`src/rtl/ssw_pkg.sv`:
```
package ssw_pkg;
  localparam int BYTE_W = 8;
  localparam logic [7:0] OFS_ID    = 8'h00;
  localparam logic [7:0] OFS_ARCH  = 8'h01;
  localparam logic [7:0] OFS_FVER  = 8'h02;
  localparam logic [7:0] OFS_HRST  = 8'h04;
  localparam logic [7:0] OFS_CTL   = 8'h10;
  localparam logic [7:0] OFS_PAIRS = 8'h20;

  typedef enum logic [1:0] {
    TRIG_NONE = 2'd0,
    TRIG_HARD = 2'd1,
    TRIG_OVR  = 2'd2
  } trig_e;
endpackage

```
`src/rtl/ssw_sync.sv`:
```
module ssw_sync #(
  parameter int W = 64
) (
  input  logic         clk,
  input  logic         rst_n,
  input  logic [W-1:0] d,
  output logic [W-1:0] q
);
  logic [W-1:0] meta_q;

  always_ff @(posedge clk or negedge rst_n) begin
    if (!rst_n) begin
      meta_q <= '0;
      q      <= '0;
    end else begin
      meta_q <= d;
      q      <= meta_q;
    end
  end
endmodule

```
`src/rtl/ssw_bank.sv`:
```
module ssw_bank
  import ssw_pkg::*;
#(
  parameter int         N_SW     = 8,
  parameter logic [7:0] ID_VAL   = 8'hA5,
  parameter logic [7:0] ARCH_VAL = 8'h13,
  parameter logic [7:0] FVER_VAL = 8'h07
) (
  input  logic                     clk,
  input  logic                     rst_n,
  input  logic                     bus_wr,
  input  logic                     bus_rd,
  input  logic [7:0]               bus_addr,
  input  logic [7:0]               bus_wdata,
  output logic [7:0]               bus_rdata,
  input  logic [N_SW*BYTE_W-1:0]   phys_q,
  output logic [N_SW*BYTE_W-1:0]   eff,
  output trig_e                    trig
);
  localparam int ALL_W = N_SW * BYTE_W;

  logic [ALL_W-1:0] sh_all;
  logic [ALL_W-1:0] en_all;
  logic [7:0]       ctl_q;
  logic [7:0]       rd_val;

  for (genvar g = 0; g < N_SW; g++) begin : g_sw
    localparam logic [7:0] SH_OFS = 8'(int'(OFS_PAIRS) + 2 * g);
    localparam logic [7:0] EN_OFS = 8'(int'(OFS_PAIRS) + 2 * g + 1);
    logic [7:0] sh_r;
    logic [7:0] en_r;

    always_ff @(posedge clk or negedge rst_n) begin
      if (!rst_n) begin
        sh_r <= '0;
        en_r <= '0;
      end else if (bus_wr) begin
        if (bus_addr == SH_OFS) sh_r <= bus_wdata;
        if (bus_addr == EN_OFS) en_r <= bus_wdata;
      end
    end

    assign sh_all[g*BYTE_W +: BYTE_W] = sh_r;
    assign en_all[g*BYTE_W +: BYTE_W] = en_r;
    assign eff[g*BYTE_W +: BYTE_W]    = (sh_r & en_r) | (phys_q[g*BYTE_W +: BYTE_W] & ~en_r);
  end

  always_ff @(posedge clk or negedge rst_n) begin
    if (!rst_n)                              ctl_q <= '0;
    else if (bus_wr && bus_addr == OFS_CTL)  ctl_q <= bus_wdata;
  end

  always_comb begin
    trig = TRIG_NONE;
    if (bus_wr && bus_addr == OFS_HRST)
      trig = TRIG_HARD;
    else if (bus_wr && bus_addr == OFS_CTL && bus_wdata[0] && !ctl_q[0])
      trig = TRIG_OVR;
  end

  always_comb begin
    rd_val = '0;
    case (bus_addr)
      OFS_ID:   rd_val = ID_VAL;
      OFS_ARCH: rd_val = ARCH_VAL;
      OFS_FVER: rd_val = FVER_VAL;
      OFS_CTL:  rd_val = ctl_q;
      default: begin
        for (int i = 0; i < N_SW; i++) begin
          if (bus_addr == 8'(int'(OFS_PAIRS) + 2 * i))     rd_val = sh_all[i*BYTE_W +: BYTE_W];
          if (bus_addr == 8'(int'(OFS_PAIRS) + 2 * i + 1)) rd_val = en_all[i*BYTE_W +: BYTE_W];
        end
      end
    endcase
  end

  always_ff @(posedge clk or negedge rst_n) begin
    if (!rst_n)      bus_rdata <= '0;
    else if (bus_rd) bus_rdata <= rd_val;
  end
endmodule

```
`src/rtl/ssw_rstseq.sv`:
```
module ssw_rstseq
  import ssw_pkg::*;
#(
  parameter int CFG_W      = 64,
  parameter int RST_CYCLES = 16
) (
  input  logic             clk,
  input  logic             rst_n,
  input  trig_e            trig,
  input  logic [CFG_W-1:0] raw_cfg,
  input  logic [CFG_W-1:0] eff_cfg,
  output logic [CFG_W-1:0] cfg_q,
  output logic             busy
);
  localparam int CNT_W = $clog2(RST_CYCLES + 1);
  localparam logic [CNT_W-1:0] CNT_LOAD = CNT_W'(RST_CYCLES);

  logic [CNT_W-1:0] cnt_q;

  always_ff @(posedge clk or negedge rst_n) begin
    if (!rst_n) begin
      cfg_q <= '0;
      busy  <= 1'b0;
      cnt_q <= '0;
    end else if (busy) begin
      if (cnt_q == CNT_W'(1)) busy <= 1'b0;
      cnt_q <= cnt_q - CNT_W'(1);
    end else if (trig != TRIG_NONE) begin
      cfg_q <= (trig == TRIG_HARD) ? raw_cfg : eff_cfg;
      busy  <= 1'b1;
      cnt_q <= CNT_LOAD;
    end
  end
endmodule

```
`src/rtl/ssw_ctrl.sv`:
```
module ssw_ctrl
  import ssw_pkg::*;
#(
  parameter int         N_SW       = 8,
  parameter int         RST_CYCLES = 16,
  parameter int         BOOT_SW    = 6,
  parameter logic [7:0] ID_VAL     = 8'hA5,
  parameter logic [7:0] ARCH_VAL   = 8'h13,
  parameter logic [7:0] FVER_VAL   = 8'h07
) (
  input  logic                   clk,
  input  logic                   rst_n,
  input  logic                   bus_wr,
  input  logic                   bus_rd,
  input  logic [7:0]             bus_addr,
  input  logic [7:0]             bus_wdata,
  output logic [7:0]             bus_rdata,
  input  logic [N_SW*8-1:0]      sw_phys,
  output logic                   board_rst,
  output logic [N_SW*8-1:0]      cfg_latched,
  output logic                   boot_emul,
  output logic [1:0]             boot_vbank
);
  localparam int ALL_W   = N_SW * BYTE_W;
  localparam int FLD_TOP = BOOT_SW * BYTE_W + BYTE_W - 1;

  logic [ALL_W-1:0] phys_q;
  logic [ALL_W-1:0] eff;
  trig_e            trig;
  logic [3:0]       boot_fld;

  ssw_sync #(.W(ALL_W)) u_sync (
    .clk   (clk),
    .rst_n (rst_n),
    .d     (sw_phys),
    .q     (phys_q)
  );

  ssw_bank #(
    .N_SW     (N_SW),
    .ID_VAL   (ID_VAL),
    .ARCH_VAL (ARCH_VAL),
    .FVER_VAL (FVER_VAL)
  ) u_bank (
    .clk       (clk),
    .rst_n     (rst_n),
    .bus_wr    (bus_wr),
    .bus_rd    (bus_rd),
    .bus_addr  (bus_addr),
    .bus_wdata (bus_wdata),
    .bus_rdata (bus_rdata),
    .phys_q    (phys_q),
    .eff       (eff),
    .trig      (trig)
  );

  ssw_rstseq #(
    .CFG_W      (ALL_W),
    .RST_CYCLES (RST_CYCLES)
  ) u_seq (
    .clk     (clk),
    .rst_n   (rst_n),
    .trig    (trig),
    .raw_cfg (phys_q),
    .eff_cfg (eff),
    .cfg_q   (cfg_latched),
    .busy    (board_rst)
  );

  assign boot_fld   = cfg_latched[FLD_TOP -: 4];
  assign boot_emul  = boot_fld[3];
  assign boot_vbank = boot_fld[1:0];
endmodule

```
`config.mk`:
```
export PLATFORM = sky130hd
export DESIGN_NAME = ssw_ctrl
export DESIGN_NICKNAME = d
export VERILOG_FILES = /design/src/rtl/ssw_pkg.sv /design/src/rtl/ssw_sync.sv /design/src/rtl/ssw_bank.sv /design/src/rtl/ssw_rstseq.sv /design/src/rtl/ssw_ctrl.sv
export SDC_FILE = /design/constraint.sdc
export NUM_CORES = 1
export LEC_CHECK = 0
export ABC_CLOCK_PERIOD_IN_PS = 2100
export BUFFER_PORTS_ARGS = -buffer_cell sky130_fd_sc_hd__buf_4
export CAP_MARGIN = 15
export CORE_ASPECT_RATIO = 2
export CORE_MARGIN = 2
export CORE_UTILIZATION = 45
export CTS_BUF_LIST = sky130_fd_sc_hd__clkbuf_4 sky130_fd_sc_hd__clkbuf_8
export DETAILED_ROUTE_END_ITERATION = 12
export GPL_TIMING_DRIVEN = 0
export HOLD_SLACK_MARGIN = 0.15
export PLACE_DENSITY = 0.61
export SETUP_SLACK_MARGIN = 0.5
export SLEW_MARGIN = 25
export SYNTH_ARGS = -nofsm -noshare
export SYNTH_HDL_FRONTEND = slang
export SYNTH_HIERARCHICAL = 1
export SYNTH_SLANG_ARGS = --single-unit
```
`constraint.sdc`:
```
create_clock -name clk -period 2.1 [get_ports clk]
set_input_delay 0.21 -clock clk [delete_from_list [all_inputs] [get_ports clk]]
set_output_delay 0.21 -clock clk [all_outputs]
set_load 0.05 [all_outputs]
```
==> results of run 1 <==
[flip-flops by register name, summed over array words and instances (netlist names), 5 cells and up]
signal	cells
u_seq/cnt_q	5
u_bank/bus_rdata	8
u_sync/meta_q	64
u_bank/ctl_q	8
u_sync/q	64
u_bank/g_sw.sh_r	64
u_bank/g_sw.en_r	64
u_seq/cfg_q	64
[logic make-up after synthesis]
kind of cell	Yosys count	synth area share, %
AO/OA/AOI/OAI	181	7.56
XOR/XNOR	1	0.0609
adder cells (fa/ha/maj)	2	0.174
buffers and inverters	73	3.06
flip-flops	342	59.5
multiplexers	300	23.3
AND/OR/NAND/NOR	176	6.37
[critical path: stages]
cell       delay [ns]
buf_8            0.09
or3_4            0.42
buf_6            0.14
nor4_4           0.26
buf_4            0.17
nor4b_4          0.04
buf_6            0.14
nor2b_4          0.20
clkbuf_16        0.21
buf_12           0.14
mux2i_1          0.24
o21ai_1          0.08
[what timing repair did]
action	4_1_cts	5_1_grt
endpoints found under the hold margin	309	0
resized for setup	123	75
pin swaps	25	23
gates cloned	5	4
buffers inserted	27	9
endpoints found under the setup margin	174	227
hold buffers	78	0
[stage by stage]
step | instance area, um^2 | setup TNS (ns) | util (%)
after global routing | 19700 | 0 | 62.6
after global placement | 16400 | -871.94 | 52.0
after floorplan | 14700 | -1.41 | -
after detailed placement | 16500 | -98.86 | 52.4
final | 19700 | 0 | 62.6
after CTS | 19300 | 0 | 61.1
[cells in the final DEF (no fill, tap or decap), types with 42 or more instances in the layout]
cell type,n
buf_4,188
clkbuf_8,62
dfrtp_1,341
dlygate4sd3_1,77
mux2_2,165
mux2_4,42
mux2i_1,58
nand2_1,74
o21ai_1,54
[layer usage]
layer | up-vias | GRT usage [%] | wire (um)
met5 | - | 0 | 0
met4 | 0 | 12.4 | 2050
met3 | 101 | 3.51 | 1530
met2 | 278 | 48.6 | 24100
met1 | 5248 | 29.5 | 16100
li1 | 4571 | - | -
[power by group]
part / switching (uW) / internal (uW)
registers: 319 / 6980
logic: 1140 / 881
clock network: 2500 / 3380
[area by class of cell]
type	count	share of cell area, %
multi-input combinational	660	31.5
timing repair buffer	284	13.5
clock buffer	77	4.86
clock inverter	9	0.748
inverter	11	0.209
antenna	1	0.0127
tap	423	2.68
buffer	62	3.12
sequential	342	43.4
[worst paths after layout]
check	start	end	slack, ns
worst max-delay path	bus_addr[6]	u_seq/cfg_q[6]$_DFFE_PN0P_	0.20
worst min-delay path	bus_addr[6]	u_bank/bus_rdata[0]$_DFFE_PN0P_	0.23
worst max register to register	u_bank/ctl_q[0]$_DFFE_PN0P_	u_seq/cfg_q[63]$_DFFE_PN0P_	0.37
worst min register to register	u_sync/meta_q[9]$_DFF_PN0_	u_sync/q[9]$_DFF_PN0_	0.34
max in group asynchronous	rst_n	u_bank/g_sw[0].sh_r[2]$_DFFE_PN0P_	0.66
min in group asynchronous	rst_n	u_sync/meta_q[13]$_DFF_PN0_	0.70
==> results.sh, run 1 <==
export IMPL_run_status="completed"
export IMPL_vias=10198
export IMPL_worst_pin_slew_ns=0.917
export IMPL_hold_class="input port to register"
export IMPL_synth_most_common_cell="dfrtp_1"
export IMPL_slew_violations=0
export IMPL_min_period_ns=1.90
export IMPL_insertion_delay_ns=0.59
export IMPL_synthesis_area_um2=14400
export IMPL_port_buffer_count=157
export IMPL_num_fill_cells=2527
export IMPL_overflow=0
export IMPL_ir_worst_vdd_v=0.000575
export IMPL_powerDensity_nw_per_um2=771
export IMPL_synth_top_area_share_pct=59.5
export IMPL_cts_sinks=342
export IMPL_required_ns=2.57
export IMPL_seq_area_um2=8560
export IMPL_antenna_found_initial=1
export IMPL_arrival_ns=2.37
export IMPL_postRouteAntennaNets=0
export IMPL_yosysUniqueCellTypes=68
export IMPL_slew_limit_headroom_pct=38.8
export IMPL_holdWs_ns=0.227
export IMPL_finalWeightedCongestion=0.943
export IMPL_first_global_vias=10914
export IMPL_hold_violations=0
export IMPL_drt_wl_total_um=43900
export IMPL_placed_cells=1659
export IMPL_post_synth_top_area_cell="dfrtp_1"
export IMPL_cts_buffers=49
export IMPL_multi_input_area_um2=6230
export IMPL_pin_count=160
export IMPL_core_area_um2=31500
export IMPL_clockBufferDepth=3
export IMPL_pre_cts_slack_ns=-0.931
export IMPL_drc_errors=0
export IMPL_syn_instance_count=1075
export IMPL_rows=92
export IMPL_fin_ws_ns=0.202
export IMPL_final_cells=1869
export IMPL_die_w_um=130
export IMPL_initial_utilization_pct=45.6
export IMPL_holdPathStages=5
export IMPL_p_leak_uw=0.00895
export IMPL_ff2ff_path_depth=8
export IMPL_max_cap_viol_count=0
export IMPL_cp_start_kind="input port"
export IMPL_async_reset_ff_share_pct=100
export IMPL_dp_hpwl_um=29900
export IMPL_rsz0062_at_grt="true"
export IMPL_synth_edf_count=0
export IMPL_grt_pass1_wl_um=65500
export IMPL_ys_warn_count=6
export IMPL_grt_start_max_net_pins=90
export IMPL_p_total_uw=15200
export IMPL_synthFlopType="dfrtp_1"
export IMPL_routedWlPerCell_um=23.5
export IMPL_clockRootBuffer="clkbuf_8"
export IMPL_path_clk_slew_ns=0.06
export IMPL_cp_max_fo=5
export IMPL_cts_tree="yes"
export IMPL_end_kind="register"
export IMPL_grt_total_usage_pct=26.4
export IMPL_synth_top_cells_by_count="dfrtp_1 (342), mux2_2 (206), nand2_1 (88)"
export IMPL_syn2layout_area_growth_pct=37.2
export IMPL_synth_area_leaders="dfrtp_1 (59%), mux2_2 (16%), mux2i_1 (6.0%), nand2_1 (2.3%), o21ai_1 (2.1%)"
export IMPL_num_nets_final=1496
export IMPL_chipHeight_um=257
export IMPL_avgViaCountPerCell=5.46
export IMPL_post_route_period_util_pct=90.4
export IMPL_synth_area_per_cell_um2=13.4
export IMPL_die_area_um2=33500
export IMPL_drive_gt1_share_pct=47.1
export IMPL_finalClockSkew_ns=0.0171
export IMPL_setup_violations=0
export IMPL_ys_seq_elements=342
export IMPL_critPathKind="input port to register"
export IMPL_fmax_mhz=527
export IMPL_syn_num_nets=1161
export IMPL_drt_pass1_iterations=5
export IMPL_cts_max_level=2
export IMPL_initialDrtViolationCount=448
export IMPL_seq_area_frac_synth_pct=59.5
No activity file was read; power rests on OpenSTA's default activity.
==> inputs of run 2 (changes only) <==
- SETUP_SLACK_MARGIN: 0.5 -> 0.3
==> run 2 against run 1 <==
  * Largest power group unchanged
  * Worst setup slack got worse by 0.069 ns
  * Hold slack got worse by 0.086 ns
  * Global-route usage decreased by 0.35 points
  * Critical endpoint is now u_seq/cfg_q[7]$_DFFE_PN0P_
==> results.sh, run 2 (synthesized netlist as in run 1, its figures left out) <==
export IMPL_run_status="completed"
export IMPL_cts_max_level=2
export IMPL_grt_pass1_wl_um=64100
export IMPL_fmax_mhz=508
export IMPL_arrival_ns=2.45
export IMPL_slew_violations=0
export IMPL_setup_violations=0
export IMPL_die_w_um=130
export IMPL_drc_errors=0
export IMPL_post_route_period_util_pct=93.7
export IMPL_initialDrtViolationCount=510
export IMPL_overflow=0
export IMPL_first_global_vias=10607
export IMPL_final_common_cell="dfrtp_1"
export IMPL_finalInstanceArea_um2=19200
export IMPL_drt_pass1_iterations=7
export IMPL_cts_sinks=342
export IMPL_grt_start_max_net_pins=93
export IMPL_vias=9985
export IMPL_rsz0062_at_grt="true"
export IMPL_endpoint="u_seq/cfg_q[7]$_DFFE_PN0P_"
export IMPL_powerDensity_nw_per_um2=814
export IMPL_final_cell_mix="dfrtp_1 (342), mux2_2 (205), buf_4 (177)"
export IMPL_port_buffer_count=157
export IMPL_place_area_um2=16300
export IMPL_cp_startpoint="bus_addr[6]"
export IMPL_ir_worst_vdd_v=0.000753
export IMPL_r2r_slack_ns=0.23
export IMPL_chipHeight_um=257
export IMPL_grt_total_usage_pct=26.1
export IMPL_fin_ws_ns=0.132
export IMPL_syn2layout_area_growth_pct=33.8
export IMPL_max_cap_viol_count=0
export IMPL_ff2ff_path_depth=6
export IMPL_postRouteAntennaNets=0
export IMPL_rows=92
export IMPL_min_period_ns=1.97
export IMPL_cts_tree="yes"
export IMPL_core_area_um2=31500
export IMPL_cp_max_fo=10
export IMPL_initial_utilization_pct=45.6
export IMPL_finalClockSkew_ns=0.0280
export IMPL_worst_pin_slew_ns=0.996
export IMPL_path_clk_slew_ns=0.07
export IMPL_p_total_uw=15700
export IMPL_critPathKind="input port to register"
export IMPL_antenna_found_initial=1
export IMPL_drive_gt1_share_pct=45.8
export IMPL_cp_start_kind="input port"
export IMPL_clockRootBuffer="clkbuf_8"
export IMPL_finalWeightedCongestion=0.950
export IMPL_pre_cts_slack_ns=-0.959
export IMPL_slew_limit_headroom_pct=33.6
export IMPL_routedWlPerCell_um=23.4
export IMPL_dp_hpwl_um=29600
export IMPL_hold_violations=0
export IMPL_cts_buffers=49
export IMPL_clockBufferDepth=3
export IMPL_hold_class="input port to asynchronous set/reset pin"
export IMPL_required_ns=2.58
export IMPL_avgViaCountPerCell=5.37
export IMPL_drt_wl_total_um=43500
export IMPL_rr_startpoint="u_bank/ctl_q[0]$_DFFE_PN0P_"
export IMPL_die_area_um2=33500
export IMPL_end_kind="register"
export IMPL_num_nets_final=1479
export IMPL_insertion_delay_ns=0.61
export IMPL_p_leak_uw=0.00879
export IMPL_worstReg2RegEnd="u_seq/cfg_q[7]$_DFFE_PN0P_"
export IMPL_pin_count=160
[run 2: cell types whose count changed in the layout (fill, tap and decap cells not counted), moves of 9 or more]
cell / delta
mux2i_1: +14
mux2_2: +40
nand2_2: +25
o21ai_0: +9
nand2_1: -28
buf_4: -11
mux2i_4: -16
mux2_4: -40
[run 2: how the worst min path moves through the flow]
stage / to / cells past startpoint
3_3_place_gp: u_sync/meta_q[61]$_DFF_PN0_ / 1
4_1_cts: u_seq/cnt_q[3]$_DFFE_PN0P_ / 2
6_report: u_seq/cnt_q[3]$_DFFE_PN0P_ / 2
2_1_floorplan: u_bank/bus_rdata[0]$_DFFE_PN0P_ / 0
5_1_grt: u_seq/cnt_q[3]$_DFFE_PN0P_ / 2
3_5_place_dp: u_seq/cnt_q[1]$_DFFE_PN0P_ / 1
[run 2: timing repair]
action | CTS | global route
hold endpoints to repair | 292 | 0
setup endpoints to repair | 152 | 122
gates cloned | 6 | 4
gates resized for setup | 89 | 67
hold buffers | 76 | 0
buffers inserted | 16 | 5
pin swaps | 23 | 16
[run 2: layout make-up]
cell class / instances / area (um^2)
Antenna cell: 1 / 2.50
Buffer: 62 / 582
Clock buffer: 73 / 930
Clock inverter: 19 / 310
Fill cell: 2625 / 12300
Inverter: 11 / 41.3
Multi-Input combinational cell: 660 / 5780
Sequential cell: 342 / 8560
Tap cell: 423 / 529
Timing Repair Buffer: 267 / 2510
[run 2: per-layer routing]
| layer | vias to the layer above | wire [um] | GRT usage, % | share of wire (%) |
|---|---|---|---|---|
| met5 | - | 0 | 0 | 0 |
| met4 | 0 | 2150 | 12.0 | 4.9 |
| met3 | 91 | 1810 | 3.47 | 4.2 |
| met2 | 292 | 23600 | 47.4 | 54 |
| met1 | 5082 | 15900 | 29.8 | 37 |
| li1 | 4520 | - | - | - |
[run 2: power by group]
group / switching, uW / leakage (uW) / total, uW / internal (uW)
combinational: 1090 / 0.00374 / 1880 / 798
clock: 2620 / 0.000645 / 6480 / 3850
sequential: 317 / 0.00441 / 7300 / 6980
[run 2: critical path: stages]
cell,delay (ns)
buf_8,0.10
or3_4,0.41
nor3_4,0.16
and3_4,0.25
nand2_8,0.06
nor4b_4,0.49
nor2b_2,0.12
buf_12,0.19
buf_8,0.16
mux2i_2,0.19
o21ai_1,0.08
[run 2: through the flow]
step | hold WS, ns | TNS (ns) | util (%) | std cells
after CTS | 0.161 | 0 | 59.9 | 1848
final | 0.141 | 0 | 61.0 | 1858
after global placement | 0.319 | -888.47 | 51.4 | 1655
after detailed placement | 0.219 | -111.15 | 51.7 | 1658
after global routing | 0.210 | 0 | 61.0 | 1858
after floorplan | -0.0856 | -0.833 | - | 1075
==> inputs of run 3 (changes only) <==
- CTS_BUF_LIST: sky130_fd_sc_hd__clkbuf_4 sky130_fd_sc_hd__clkbuf_8 -> sky130_fd_sc_hd__clkbuf_2
- GPL_TIMING_DRIVEN: 0 -> default
- TNS_END_PERCENT: default -> 1
==> run 3 against run 2 <==
  * Sequential share of layout area shrank 0.29 points
  * Highest routed layer unchanged
  * Global-route usage shrank 1.6 points
  * Utilization is 0.41 points higher
  * Clock skew grew 0.021 ns
  * Non-clock buffer count grew 126
==> results.sh, run 3 (synthesized netlist as in run 1, its figures left out) <==
export IMPL_post_route_period_util_pct=88.5
export IMPL_chipHeight_um=257
export IMPL_finalWeightedCongestion=0.941
export IMPL_path_clk_slew_ns=0.12
export IMPL_first_global_vias=11405
export IMPL_drc_errors=0
export IMPL_die_area_um2=33500
export IMPL_setup_violations=0
export IMPL_max_cap_viol_count=0
export IMPL_worst_pin_slew_ns=0.456
export IMPL_overflow=0
export IMPL_fin_ws_ns=0.241
export IMPL_port_buffer_count=159
export IMPL_critPathKind="input port to register"
export IMPL_cts_max_level=3
export IMPL_ir_worst_vdd_v=0.000466
export IMPL_vias=10380
export IMPL_cts_buffers=77
export IMPL_insertion_delay_ns=0.96
export IMPL_fmax_mhz=538
export IMPL_drive_gt1_share_pct=41.3
export IMPL_fin_setup_tns_ns=0
export IMPL_p_leak_uw=0.00905
export IMPL_holdWs_ns=0.248
export IMPL_cpMostUsedCell="buf_4"
export IMPL_slew_violations=0
export IMPL_syn2layout_area_growth_pct=34.7
export IMPL_cp_start_kind="input port"
export IMPL_drt_pass1_iterations=4
export IMPL_pin_count=160
export IMPL_antenna_found_initial=2
export IMPL_final_cell_mix="dfrtp_1 (341), buf_4 (260), mux2_2 (206)"
export IMPL_drt_wl_total_um=39700
export IMPL_slowest_stage="dlygate4sd3_1"
export IMPL_arrival_ns=2.74
export IMPL_core_area_um2=31500
export IMPL_finalClockSkew_ns=0.0493
export IMPL_cts_tree="yes"
export IMPL_min_period_ns=1.86
export IMPL_grt_pass1_wl_um=62100
export IMPL_hold_violations=0
export IMPL_grt_start_max_net_pins=70
export IMPL_dp_hpwl_um=27100
export IMPL_clockBufferDepth=3
export IMPL_initialDrtViolationCount=419
export IMPL_run_status="completed"
export IMPL_cts_sinks=342
export IMPL_rr_startpoint="u_bank/g_sw[0].en_r[6]$_DFFE_PN0P_"
export IMPL_multi_input_area_um2=5470
export IMPL_pre_cts_slack_ns=-0.287
export IMPL_cp_max_fo=9
export IMPL_powerDensity_nw_per_um2=690
export IMPL_clockRootBuffer="clkbuf_2"
export IMPL_seq_area_um2=8560
export IMPL_num_nets_final=1633
export IMPL_hold_class="input port to register"
export IMPL_min_delay_start="bus_addr[0]"
export IMPL_end_kind="register"
export IMPL_avgViaCountPerCell=5.12
export IMPL_postRouteAntennaNets=0
export IMPL_max_stage_delay_ns=0.64
export IMPL_rsz0062_at_grt="true"
export IMPL_num_fill_cells=2619
export IMPL_grt_total_usage_pct=24.5
export IMPL_die_w_um=130
export IMPL_cp_startpoint="bus_addr[0]"
export IMPL_routedWlPerCell_um=19.6
export IMPL_final_common_cell="dfrtp_1"
export IMPL_rows=92
export IMPL_required_ns=2.98
export IMPL_path_cells="buf_4 > dlygate4sd3_1 > inv_1 > buf_4 > buf_4 > nand3_1 > buf_4 > nor2_2 > buf_4 > nand2_1 > dlygate4sd3_1 > o21ai_0"
export IMPL_slew_limit_headroom_pct=69.6
export IMPL_initial_utilization_pct=45.6
## run 3: cell count changes in the layout (fill, tap and decap cells not counted), sizes merged
cell / delta
buf: +59
bufinv: -7
clkbuf: +15
clkdlybuf4s15: -1
clkinv: +13
clkinvlp: -2
diode: +2
dlygate4sd3: +90
inv: +2
## run 3: through the flow
stage	cell area (um^2)	total power, uW	std cells	utilization [%]
after global placement	16900	9110	1717	53.6
after CTS	19300	13600	2023	61.3
after global routing	19400	14100	2029	61.4
final	19400	13400	2029	61.4
after detailed placement	16900	9150	1717	53.6
after floorplan	14400	8300	1075	-
## run 3: metal layers
layer  up-vias  track usage [%]  wire [um]
li1       4872                -          -
met1      5186             27.5      15100
met2       250             44.2      21700
met3        72             4.41       1160
met4         0             11.5       1650
met5         -                0          0
## run 3: final timing paths
check | end | slack [ns] | depth (start not counted)
worst max-delay path | u_bank/g_sw[3].sh_r[0]$_DFFE_PN0P_ | 0.24 | 12
max in group asynchronous | u_sync/q[44]$_DFF_PN0_ | 1.01 | 4
worst min-delay path | u_bank/bus_rdata[1]$_DFFE_PN0P_ | 0.25 | 8
worst max register to register | u_bank/bus_rdata[6]$_DFFE_PN0P_ | 0.26 | 5
min in group asynchronous | u_seq/cfg_q[49]$_DFFE_PN0P_ | 0.31 | 3
worst min register to register | u_sync/q[52]$_DFF_PN0_ | 0.34 | 0
## run 3: cell type report
cell class              count  share of cell area [%]
inverters                  11                   0.213
diodes                      3                  0.0387
flip-flops and latches    342                    44.2
repair buffers            455                    21.1
multi-input cells         660                    28.2
clock buffers             110                    2.84
clock inverters            25                   0.646
well taps                 423                    2.73
## run 3: where the power goes
group / internal, uW / total (uW) / leakage (uW) / switching [uW]
Clock: 1530 / 4090 / 0.000529 / 2560
Combinational: 934 / 2010 / 0.00411 / 1070
Sequential: 6970 / 7270 / 0.00441 / 294
Total: 9440 / 13400 / 0.00905 / 3930
## run 3: what timing repair did
action / CTS / global route
endpoints found under the setup margin: 75 / 168
endpoints found under the hold margin: 550 / 0
gates resized for setup: 19 / 5
setup buffers: 5 / 3
pin swaps: 2 / 1
hold buffers: 166 / 0
## run 3: critical path: cells and delay by family
family	cells	cell delay [ns]
buffers and inverters	8	2.10
AO/OA/AOI/OAI	1	0.07
AND/OR/NAND/NOR	3	0.34
